## src/rtl/cache_ctl_pkg.sv

```systemverilog
package cache_ctl_pkg;

    localparam int NCACHE  = 3;
    localparam int WS_W    = 4;
    localparam int DATA_W  = 32;
    localparam int BE_W    = DATA_W / 8;
    localparam int TWS_W   = WS_W + 1;

    // bit positions of each field in the control word
    localparam int EN_LSB    = 24;
    localparam int INV_LSB   = 20;
    localparam int COH_LSB   = 16;
    localparam int PERF_BIT  = 12;
    localparam int ADRWS_BIT = 8;
    localparam int SECEN_BIT = 7;
    localparam int PF_LSB    = 4;

    // byte lane holding each field
    localparam int LANE_EN   = EN_LSB / 8;
    localparam int LANE_INV  = INV_LSB / 8;
    localparam int LANE_COH  = COH_LSB / 8;
    localparam int LANE_PERF = PERF_BIT / 8;
    localparam int LANE_LOW  = 0;

    localparam logic ADR_WS = 1'b1;

    typedef enum logic [1:0] {
        PF_OFF       = 2'b00,
        PF_CACHEABLE = 2'b01
    } pf_mode_e;

    typedef struct packed {
        logic [NCACHE-1:0] en;
        logic [NCACHE-1:0] coh;
        logic              perf;
        logic              secen;
        pf_mode_e          pf;
        logic [WS_W-1:0]   ws;
    } ctl_fields_t;

    localparam ctl_fields_t FIELDS_RST = '{
        en:    {NCACHE{1'b1}},
        coh:   {NCACHE{1'b0}},
        perf:  1'b0,
        secen: 1'b0,
        pf:    PF_OFF,
        ws:    {WS_W{1'b1}}
    };

    function automatic logic pf_code_ok(input logic [1:0] code);
        return (code == 2'(PF_OFF)) || (code == 2'(PF_CACHEABLE));
    endfunction

    function automatic logic [DATA_W-1:0] pack_word(input ctl_fields_t f,
                                                    input logic [NCACHE-1:0] busy);
        logic [DATA_W-1:0] w;
        w = '0;
        w[EN_LSB  +: NCACHE] = f.en;
        w[INV_LSB +: NCACHE] = busy;
        w[COH_LSB +: NCACHE] = f.coh;
        w[PERF_BIT]          = f.perf;
        w[ADRWS_BIT]         = ADR_WS;
        w[SECEN_BIT]         = f.secen;
        w[PF_LSB +: 2]       = 2'(f.pf);
        w[0 +: WS_W]         = f.ws;
        return w;
    endfunction

endpackage

```

## src/rtl/ccr_fields.sv

```systemverilog
module ccr_fields
    import cache_ctl_pkg::*;
(
    input  logic              clk,
    input  logic              rst,
    input  logic              wr_en,
    input  logic [DATA_W-1:0] wr_data,
    input  logic [BE_W-1:0]   wr_be,
    output ctl_fields_t       fields,
    output logic [NCACHE-1:0] en_fall,
    output logic [NCACHE-1:0] inv_wr
);

    logic unused_wr_bits;
    assign unused_wr_bits = ^wr_data;

    always_ff @(posedge clk) begin
        if (rst) begin
            fields <= FIELDS_RST;
        end else if (wr_en) begin
            if (wr_be[LANE_LOW]) begin
                fields.ws    <= wr_data[0 +: WS_W];
                fields.secen <= wr_data[SECEN_BIT];
                if (pf_code_ok(wr_data[PF_LSB +: 2]))
                    fields.pf <= pf_mode_e'(wr_data[PF_LSB +: 2]);
            end
            if (wr_be[LANE_PERF])
                fields.perf <= wr_data[PERF_BIT];
            if (wr_be[LANE_COH])
                fields.coh <= wr_data[COH_LSB +: NCACHE];
            if (wr_be[LANE_EN])
                fields.en <= wr_data[EN_LSB +: NCACHE];
        end
    end

    always_comb begin
        en_fall = {NCACHE{wr_en & wr_be[LANE_EN]}} & fields.en
                  & ~wr_data[EN_LSB +: NCACHE];
        inv_wr  = {NCACHE{wr_en & wr_be[LANE_INV]}} & wr_data[INV_LSB +: NCACHE];
    end

endmodule

```

## src/rtl/ccr_inval_seq.sv

```systemverilog
module ccr_inval_seq (
    input  logic clk,
    input  logic rst,
    input  logic trig,
    input  logic ack,
    output logic busy
);

    // idle: a trigger arms; busy: only the acknowledge ends it, so triggers merge
    always_ff @(posedge clk) begin
        if (rst)
            busy <= 1'b0;
        else if (busy)
            busy <= ~ack;
        else
            busy <= trig;
    end

endmodule

```

## src/rtl/ccr_edge_pulse.sv

```systemverilog
module ccr_edge_pulse (
    input  logic clk,
    input  logic rst,
    input  logic level,
    output logic pulse
);

    logic level_q;

    always_ff @(posedge clk) begin
        if (rst)
            level_q <= 1'b0;
        else
            level_q <= level;
    end

    assign pulse = level & ~level_q;

endmodule

```

## src/rtl/cache_ctl_reg.sv

```systemverilog
module cache_ctl_reg
    import cache_ctl_pkg::*;
(
    input  logic              clk,
    input  logic              rst,
    input  logic              wr_en,
    input  logic [DATA_W-1:0] wr_data,
    input  logic [BE_W-1:0]   wr_be,
    output logic [DATA_W-1:0] rd_data,
    input  logic              prog_event,
    input  logic [NCACHE-1:0] inv_ack,
    output logic [NCACHE-1:0] inv_req,
    output logic              pfb_inv,
    output logic [NCACHE-1:0] cache_en,
    output logic              perf_en,
    output logic              perf_clr,
    input  logic              sec_flag,
    output logic              sec_irq,
    output logic              prefetch_en,
    output logic [TWS_W-1:0]  flash_ws
);

    localparam int ICACHE = 0;

    ctl_fields_t       fields;
    logic [NCACHE-1:0] en_fall;
    logic [NCACHE-1:0] inv_wr;
    logic [NCACHE-1:0] busy;

    ccr_fields u_fields (
        .clk     (clk),
        .rst     (rst),
        .wr_en   (wr_en),
        .wr_data (wr_data),
        .wr_be   (wr_be),
        .fields  (fields),
        .en_fall (en_fall),
        .inv_wr  (inv_wr)
    );

    for (genvar i = 0; i < NCACHE; i++) begin : g_cache
        logic trig;
        assign trig = inv_wr[i] | en_fall[i] | (prog_event & fields.coh[i]);

        ccr_inval_seq u_seq (
            .clk  (clk),
            .rst  (rst),
            .trig (trig),
            .ack  (inv_ack[i]),
            .busy (busy[i])
        );
    end

    ccr_edge_pulse u_perf_edge (
        .clk   (clk),
        .rst   (rst),
        .level (fields.perf),
        .pulse (perf_clr)
    );

    assign rd_data     = pack_word(fields, busy);
    assign inv_req     = busy;
    assign pfb_inv     = busy[ICACHE];
    assign cache_en    = fields.en;
    assign perf_en     = fields.perf;
    assign sec_irq     = sec_flag & fields.secen;
    assign prefetch_en = (fields.pf == PF_CACHEABLE);
    assign flash_ws    = {1'b0, fields.ws} + TWS_W'(ADR_WS);

endmodule

```

## config.mk

```make
export PLATFORM = sky130hd
export DESIGN_NAME = cache_ctl_reg
export DESIGN_NICKNAME = d
export VERILOG_FILES = /design/src/rtl/cache_ctl_pkg.sv /design/src/rtl/ccr_fields.sv /design/src/rtl/ccr_inval_seq.sv /design/src/rtl/ccr_edge_pulse.sv /design/src/rtl/cache_ctl_reg.sv
export SDC_FILE = /design/constraint.sdc
export NUM_CORES = 1
export LEC_CHECK = 0
export BUFFER_PORTS_ARGS = -buffer_cell sky130_fd_sc_hd__buf_2
export CAP_MARGIN = 20
export CORE_UTILIZATION = 38
export CTS_CLUSTER_DIAMETER = 30
export DETAILED_ROUTE_END_ITERATION = 8
export GPL_ROUTABILITY_DRIVEN = 0
export PLACE_DENSITY = 0.83
export REMOVE_ABC_BUFFERS = 1
export SYNTH_ARGS = -nofsm -noshare
export SYNTH_HDL_FRONTEND = slang
export SYNTH_HIERARCHICAL = 1
export SYNTH_SLANG_ARGS = --single-unit
```

## constraint.sdc

```tcl
create_clock -name clk -period 1.43 [get_ports clk]
set_clock_uncertainty 0.15 [all_clocks]
set_input_delay 0.2145 -clock clk [delete_from_list [all_inputs] [get_ports clk]]
set_output_delay 0.2145 -clock clk [all_outputs]
set_load 0.01 [all_outputs]
```

Yosys cells after proc, flatten, opt, wreduce, memory -nomap -nowiden:

Cells that the tools add are included.

* add/sub/neg operators: 1
* equal/unequal tests: 2
* mux-type cells: 3
* bitwise logic cells: 21
* reduce and logical (&&, ||, !) cells: 7

Operators by type and width (count)
* 3-bit bitwise AND: 3
* 2-bit AND reduction: 4
* 1-bit bitwise AND: 7
* 1-bit OR: 6
* 4-bit by 1-bit adder with 5-bit output (second input constant): 1
* 2-bit by 1-bit == test with 1-bit output (second input constant): 2
* 1-bit NOT: 4
* 1-bit two-way mux: 3
* 3-bit NOT: 1
* 3-bit AND reduction: 1
* 2-bit zero test: 1
* 1-bit logical OR: 1

* register bits after elaboration: 18
* input port bits: 44
* output and inout bits: 48
* logic and storage cells: 44

Logic depth before layout (Yosys ltp):

Gate-level depths: netlist of the first run.

* word-level depth: 6
* depth in mapped cells: 6
* depth with buffers taken out: 5

Cells and area by module:

Netlist of the first run, hierarchy kept.

By module, submodules not included
* ccr_fields: instances 1, cells each 60, area an instance 606.8 um^2
* cache_ctl_reg: instances 1, cells each 36, area an instance 270.3 um^2
* ccr_inval_seq: instances 3, cells each 4, area an instance 48.8 um^2
* ccr_edge_pulse: instances 1, cells each 3, area an instance 47.5 um^2

Worst setup path after synthesis of the first run:

Ideal clock, no wire load.

* path kind: reg2out
* from: register u_fields/fields[0] (netlist name)
* to: output flash_ws[2]
* arrival time: 851 ps
* data required time: 1066 ps
* slack: 214 ps
* cell stages (with the launch flop): 3
* buffers on the path: 0
* cells stage by stage: dfxtp_1 -> ha_1 -> xor2_1

* word-level cells in the longest chain between the ends: 1

RTL lines
* 4-bit by 1-bit adder with 5-bit output: line cache_ctl_reg.sv:68 `assign flash_ws = {1'b0, fields.ws} + TWS_W'(ADR_WS);`
* to (decl): line cache_ctl_reg.sv:20 `output logic [TWS_W-1:0] flash_ws`

Every way passes these cells.

Final worst setup path of the first run:

* from: register u_fields/fields[1] (netlist name)
* to: output flash_ws[4]

* word-level cells in the longest chain between the ends: 1

RTL lines (line)
* 4-bit by 1-bit adder with 5-bit output: cache_ctl_reg.sv:68

Every way passes these cells.

==> results of run 1 <==
per-layer routing:
| layer | global-route usage (%) | up-vias | wire length [um] |
|---|---|---|---|
| li1 | - | 457 | - |
| met1 | 16.50 | 422 | 887 |
| met2 | 31.53 | 61 | 1183 |
| met3 | 3.279 | 2 | 202 |
| met4 | 6.250 | 0 | 15 |
| met5 | 0 | - | 0 |
stage by stage:
stage	area (um2)	setup WS (ps)	cells	TNS, ps
after floorplan	923.4	214.4	97	0
after global placement	1281	124.9	190	0
after detailed placement	1281	97.15	190	0
after CTS	1355	-80.73	195	-214.7
after global routing	1378	-161.9	195	-413.2
final	1378	-60.11	195	-173.7
worst min-delay path, cell delays in order:
cell	delay [ps]
buf_2	100
nand3_1	60
a21oi_1	50
power breakdown:
part	switching, W	leakage [nW]	total, W	internal [W]
clock network	0.000157	0.0210	0.000312	0.000155
logic	0.000155	0.565	0.000319	0.000165
registers	0.0000306	0.148	0.000560	0.000529
logic make-up (layout without fill, tap and decap cells):
| logic type | after synthesis | after routing | share of synthesized area [%] |
|---|---|---|---|
| compound gates | 23 | 23 | 17.64 |
| xor+xnor | 2 | 2 | 1.636 |
| fa+ha+maj | 1 | 1 | 1.168 |
| buf+inv | 28 | 69 | 18.69 |
| flops | 18 | 18 | 33.65 |
| mux | 1 | 1 | 0.9346 |
| other cells | 2 | 15 | 0.7012 |
| simple gates | 36 | 36 | 25.59 |
layout make-up:
cell class | instances | area (um2)
Clock buffer | 4 | 36.28
Fill cell | 245 | 1190
Inverter | 1 | 3.754
Multi-Input combinational cell | 78 | 586.8
Sequential cell | 18 | 369.1
Tap cell | 30 | 37.54
Timing Repair Buffer | 64 | 344.1
worst paths after layout:
check                                        start                               end  slack (ps)
setup reg to reg  u_fields/fields[11]$_SDFFE_PP1N_  g_cache[0].u_seq/busy$_SDFF_PP0_         250
setup / recovery   u_fields/fields[1]$_SDFFE_PP1P_                       flash_ws[4]         -60
hold / removal                         wr_data[16]   u_fields/fields[8]$_SDFFE_PP0N_          20
hold reg to reg    u_fields/fields[5]$_SDFFE_PP0P_   u_fields/fields[5]$_SDFFE_PP0P_         350
state kept, by name (all words and copies together), names as in the netlist:
signal               cells
g_cache.u_seq/busy       3
u_perf_edge/level_q      1
u_fields/fields         14
synthesized netlist by cell type (all sizes together):
| cell type | n | share of area, % |
|---|---|---|
| and3b | 1 | 0.82 |
| xor2 | 1 | 0.82 |
| xnor2 | 1 | 0.82 |
| buf | 25 | 18 |
| nand2 | 2 | 1.6 |
| clkbuf | 2 | 0.70 |
| a21bo | 5 | 4.7 |
| mux2i | 1 | 0.93 |
| ha | 1 | 1.2 |
| and2 | 1 | 0.58 |
| a21oi | 8 | 4.8 |
| conb | 2 | 0.70 |
| and3 | 11 | 6.5 |
| nor3b | 4 | 2.8 |
| nand2b | 8 | 6.8 |
| dfxtp | 18 | 34 |
| nand3 | 6 | 3.3 |
| a211o | 10 | 8.2 |
| inv | 1 | 0.35 |
| nor2b | 3 | 3.2 |
what timing repair did:
item                       4_1_cts  5_1_grt
hold buffers                     0        0
setup buffers                    1        0
pin swaps                        2        1
gates resized for setup          8        4
setup endpoints to repair        4        4
==> metrics, run 1 <==
worst hold-check slack 17.05 ps; synthesized area 0.001071 mm2; final WL 2.289 mm; worst path bufs/invs 1; post-DR vias/cell 4.831; vias in the first global route 820; DP HPWL 1.729 mm; Via Count 942; Worst Setup End Kind primary output; Clock transition at path regs 110 ps; deepest clock path buffer count 2; Final WS setup -60.11 ps; first-pass GRT wire length 3.450 mm; pwr dens 864.3 mW/mm2; Max Freq 0.6711 GHz; DRT Pass-1 Iters 4; # port buffers 61; synth-to-layout area growth 28.62%; Final Util 53.65%; antenna violations before repair 0; unrepaired setup endpoints after global routing yes; largest net degree at the start of global routing 20; Synth cell types 28; initial core utilization 41.72%; crit start category flop; number of diodes 0; layout cell share with drive strength beyond 1 54.55%; Hold/Removal Path Class input pin to flop; commonest non-fill, non-tap cell in the layout buf_2; I/O pin cnt 92; routed len/inst 11.74 um; Rows 18; worst-path cell chain ha_4 > and3_2 > buf_6; CTS buffer count 3; family with the most delay on the worst path flip-flops; Root Driver clkbuf_4; Synth warnings 6; chip height 55.09 um; Detail Route Antenna Nets 0; post-layout min period 1490 ps; CTS H-tree lvls 1; DR iter-0 viols 6; CTS tree done; max-slew violations 0; failing checks setup timing; Critical Path Fanout Max 4; Min-Delay Path Depth 3; sequential cell area fraction in the yosys report 33.64%; total track usage 16.15%; clock sink count 18; Syn Inst Count 111; required time of the critical path 1070 ps; GR Overflow Total 0; maximum VDD drop 0.0007175 V; total die area 0.003035 mm2; Leak 0.7337 nW; most frequent cells in the layout buf_2 (59), conb_1 (15), dfxtp_1 (15), a211o_1 (10), and3_1 (10); syn_area_per_cell 9.649 um2; Critical Path Max Stage Delay 380 ps; arrival time at the worst endpoint 1130 ps; clk_lat worst skew 290 ps; FF-to-FF path depth 4; NumNets Final 211; #FFs+latches synth 18; # DRC 0; CP Depth 3; critical path class flop to primary output; status finished with violations; final setup fails 3; Final Hold Fails 0; Core Region 0.002567 mm2; max-cap check violation count 0; Die Span X 55.09 um; Total Power 0.001191 W; Crit-path slowest cell dfxtp_4; post-route clock period utilization 104.2%
Note: power is estimated with default switching activity, not from simulation.
==> run 2: changes to the inputs <==
--- a/config.mk
+++ b/config.mk
@@ -7,11 +7,12 @@
 export LEC_CHECK = 0
 export BUFFER_PORTS_ARGS = -buffer_cell sky130_fd_sc_hd__buf_2
 export CAP_MARGIN = 20
-export CORE_UTILIZATION = 38
+export CORE_UTILIZATION = 39
+export CTS_BUF_LIST = sky130_fd_sc_hd__clkbuf_2
 export CTS_CLUSTER_DIAMETER = 30
 export DETAILED_ROUTE_END_ITERATION = 8
 export GPL_ROUTABILITY_DRIVEN = 0
-export PLACE_DENSITY = 0.83
+export PLACE_DENSITY = 0.85
 export REMOVE_ABC_BUFFERS = 1
 export SYNTH_ARGS = -nofsm -noshare
 export SYNTH_HDL_FRONTEND = slang
==> run 2 against run 1 <==
  * The flow still finishes with violations (setup timing)
  * Core utilization rose by 3.3 points
  * Critical endpoint unchanged
  * Critical path type unchanged
  * Hold slack gained 11 ps
  * Largest cell class unchanged
  * Fmax barely moved
  * Total power is 7.6% lower
==> metrics, run 2 (synthesis gave the netlist of run 1 again) <==
status finished with violations; failing checks setup timing; worst slack, placed 147.5 ps (+50.39 ps); post-layout min period 1490 ps (+0.04960 ps); layout cell share with drive strength beyond 1 52.30% (-2.2 points); first-pass GRT wire length 3.236 mm (-6.2%); unrepaired setup endpoints after global routing yes; DRT Pass-1 Iters 4 (unchanged); commonest non-fill, non-tap cell in the layout buf_2; Top reg by flops u_fields/fields; CTS H-tree lvls 1 (unchanged); top flop regs u_fields/fields (14), g_cache.u_seq/busy (3), u_perf_edge/level_q (1); Rows 18 (unchanged); arrival time at the worst endpoint 1130 ps (about the same); Final WS setup -60.16 ps (-0.04960 ps); DR iter-0 viols 14 (+8); NumNets Final 221 (+4.7%); Detail Route Antenna Nets 0 (unchanged); Core Region 0.002545 mm2 (-0.88%); Hold/Removal Path Class input pin to flop; GR Overflow Total 0 (unchanged); Via Count 960 (+1.9%); clk_lat worst skew 280 ps (about the same); DP HPWL 1.583 mm (-8.4%); post-DR vias/cell 4.706 (-2.6%); I/O pin cnt 92 (unchanged); CTS buffer count 3 (unchanged); maximum VDD drop 0.0004802 V (-33%); critical path class flop to primary output; Clock transition at path regs 160 ps (+50 ps); Critical Path Source u_fields/fields[1]$_SDFFE_PP1P_; # port buffers 61 (unchanged); synth-to-layout area growth 35.28%; reg-to-reg startpoint u_fields/fields[0]$_SDFFE_PP1P_; clock sink count 18 (unchanged); Critical Path Max Stage Delay 390 ps (about the same); FF-to-FF path depth 4 (unchanged); worst flop-to-flop path endpoint u_fields/fields[0]$_SDFFE_PP1P_; CTS tree done; Root Driver clkbuf_2; Final Util 56.93% (+3.3 points); total track usage 15.42% (-0.74 points); Final Hold Fails 0 (unchanged); final WL 2.221 mm (-3.0%); Multi-input gate area 571.8 um2 (-2.6%); Final Cell Area 0.001449 mm2 (+5.2%); final cell count without fillers 204 (+4.6%); required time of the critical path 1070 ps (about the same); R2R setup slack 200 ps (-50 ps); Crit-path slowest cell dfxtp_4; antenna violations before repair 0 (unchanged); placed instance count 190 (unchanged); routed len/inst 10.89 um (-7.3%); chip height 54.41 um (-1.2%); Leak 0.7644 nW (+4.2%); # DRC 0 (unchanged); Total Power 0.001100 W (-7.6%); total die area 0.002960 mm2 (-2.5%); max-cap check violation count 0 (unchanged); deepest clock path buffer count 2 (unchanged); number of diodes 0 (unchanged); Seq. cell area 367.9 um2 (-0.34%); Die Span X 54.41 um (-1.2%); pwr dens 759.4 mW/mm2 (-12%); Max Freq 0.6711 GHz (about the same); placed inst area 0.001281 mm2 (unchanged); Critical Path Fanout Max 3 (-1); Largest register FFs 14 (unchanged); FILL cells 249 (+1.6%); max-slew violations 0 (unchanged); crit start category flop; worst setup path endpoint flash_ws[4]; worst-path cell chain ha_4 > and3_2 > buf_6; vias in the first global route 822 (+0.24%); largest net degree at the start of global routing 20 (unchanged); post-route clock period utilization 104.2% (about the same); initial core utilization 42.08% (+0.37 points); Worst Setup End Kind primary output; final setup fails 3 (unchanged); most frequent cells in the layout buf_2 (57), dfxtp_1 (16), conb_1 (15), a211o_1 (10), and3_1 (10)
## run 2: changes by cell type in the layout (fill, tap and decap cells not counted), sizes merged
cell,before,now
dlygate4sd3,0,7
clkbuf,4,3
buf,64,67
## run 2: final cells by class
type	instances	area share, %
inverters	1	0.2591
flip-flops and latches	18	25.39
multi-input cells	78	39.46
clock buffers	3	1.036
repair buffers	74	31.26
well taps	30	2.591
## run 2: worst min path at each step
stage                                       end  slack [ps]         from  cells past startpoint
2_1_floorplan  g_cache[0].u_seq/busy$_SDFF_PP0_         130          rst                      1
3_3_place_gp    u_fields/fields[9]$_SDFFE_PP0N_         320  wr_data[17]                      3
3_5_place_dp    u_fields/fields[9]$_SDFFE_PP0N_         320  wr_data[17]                      3
4_1_cts         u_fields/fields[7]$_SDFFE_PP0P_           3  wr_data[12]                      3
5_1_grt         u_fields/fields[8]$_SDFFE_PP0N_           3  wr_data[16]                      3
6_report        u_fields/fields[8]$_SDFFE_PP0N_          30  wr_data[16]                      3
## run 2: stage by stage
stage	TNS (ps)	hold WS [ps]
global placement	0	318.8
floorplan	0	126.9
CTS	-212.2	2.893
finish	-166.9	27.95
global route	-506.5	3.212
detailed placement	0	321.7
## run 2: power by group
group,internal [W],switching [W]
sequential,0.000529,0.0000279
clock,0.0000573,0.000147
combinational,0.000184,0.000155
total,0.000770,0.000330
## run 2: critical path, delay by kind of cell, from the launching register on
kind                       cells  cell delay [ps]
buffers and inverters          1              110
adders and majority gates      1              160
DFF                            1              390
and+or+nand+nor                1              170
## run 2: routing by layer
metal	up-vias	wire length (um)	global-route usage, %
met5	-	0	0
met1	424	899	15.55
met2	61	1112	29.88
met4	0	10	6.410
met3	2	198	3.333
li1	473	-	-
## run 2: timing repair
action	CTS	global route
hold buffers	4	3
endpoints found under the setup margin	4	6
resized for setup	8	5
buffers inserted	3	1
endpoints found under the hold margin	4	3
gates cloned	0	0
pin swaps	1	0
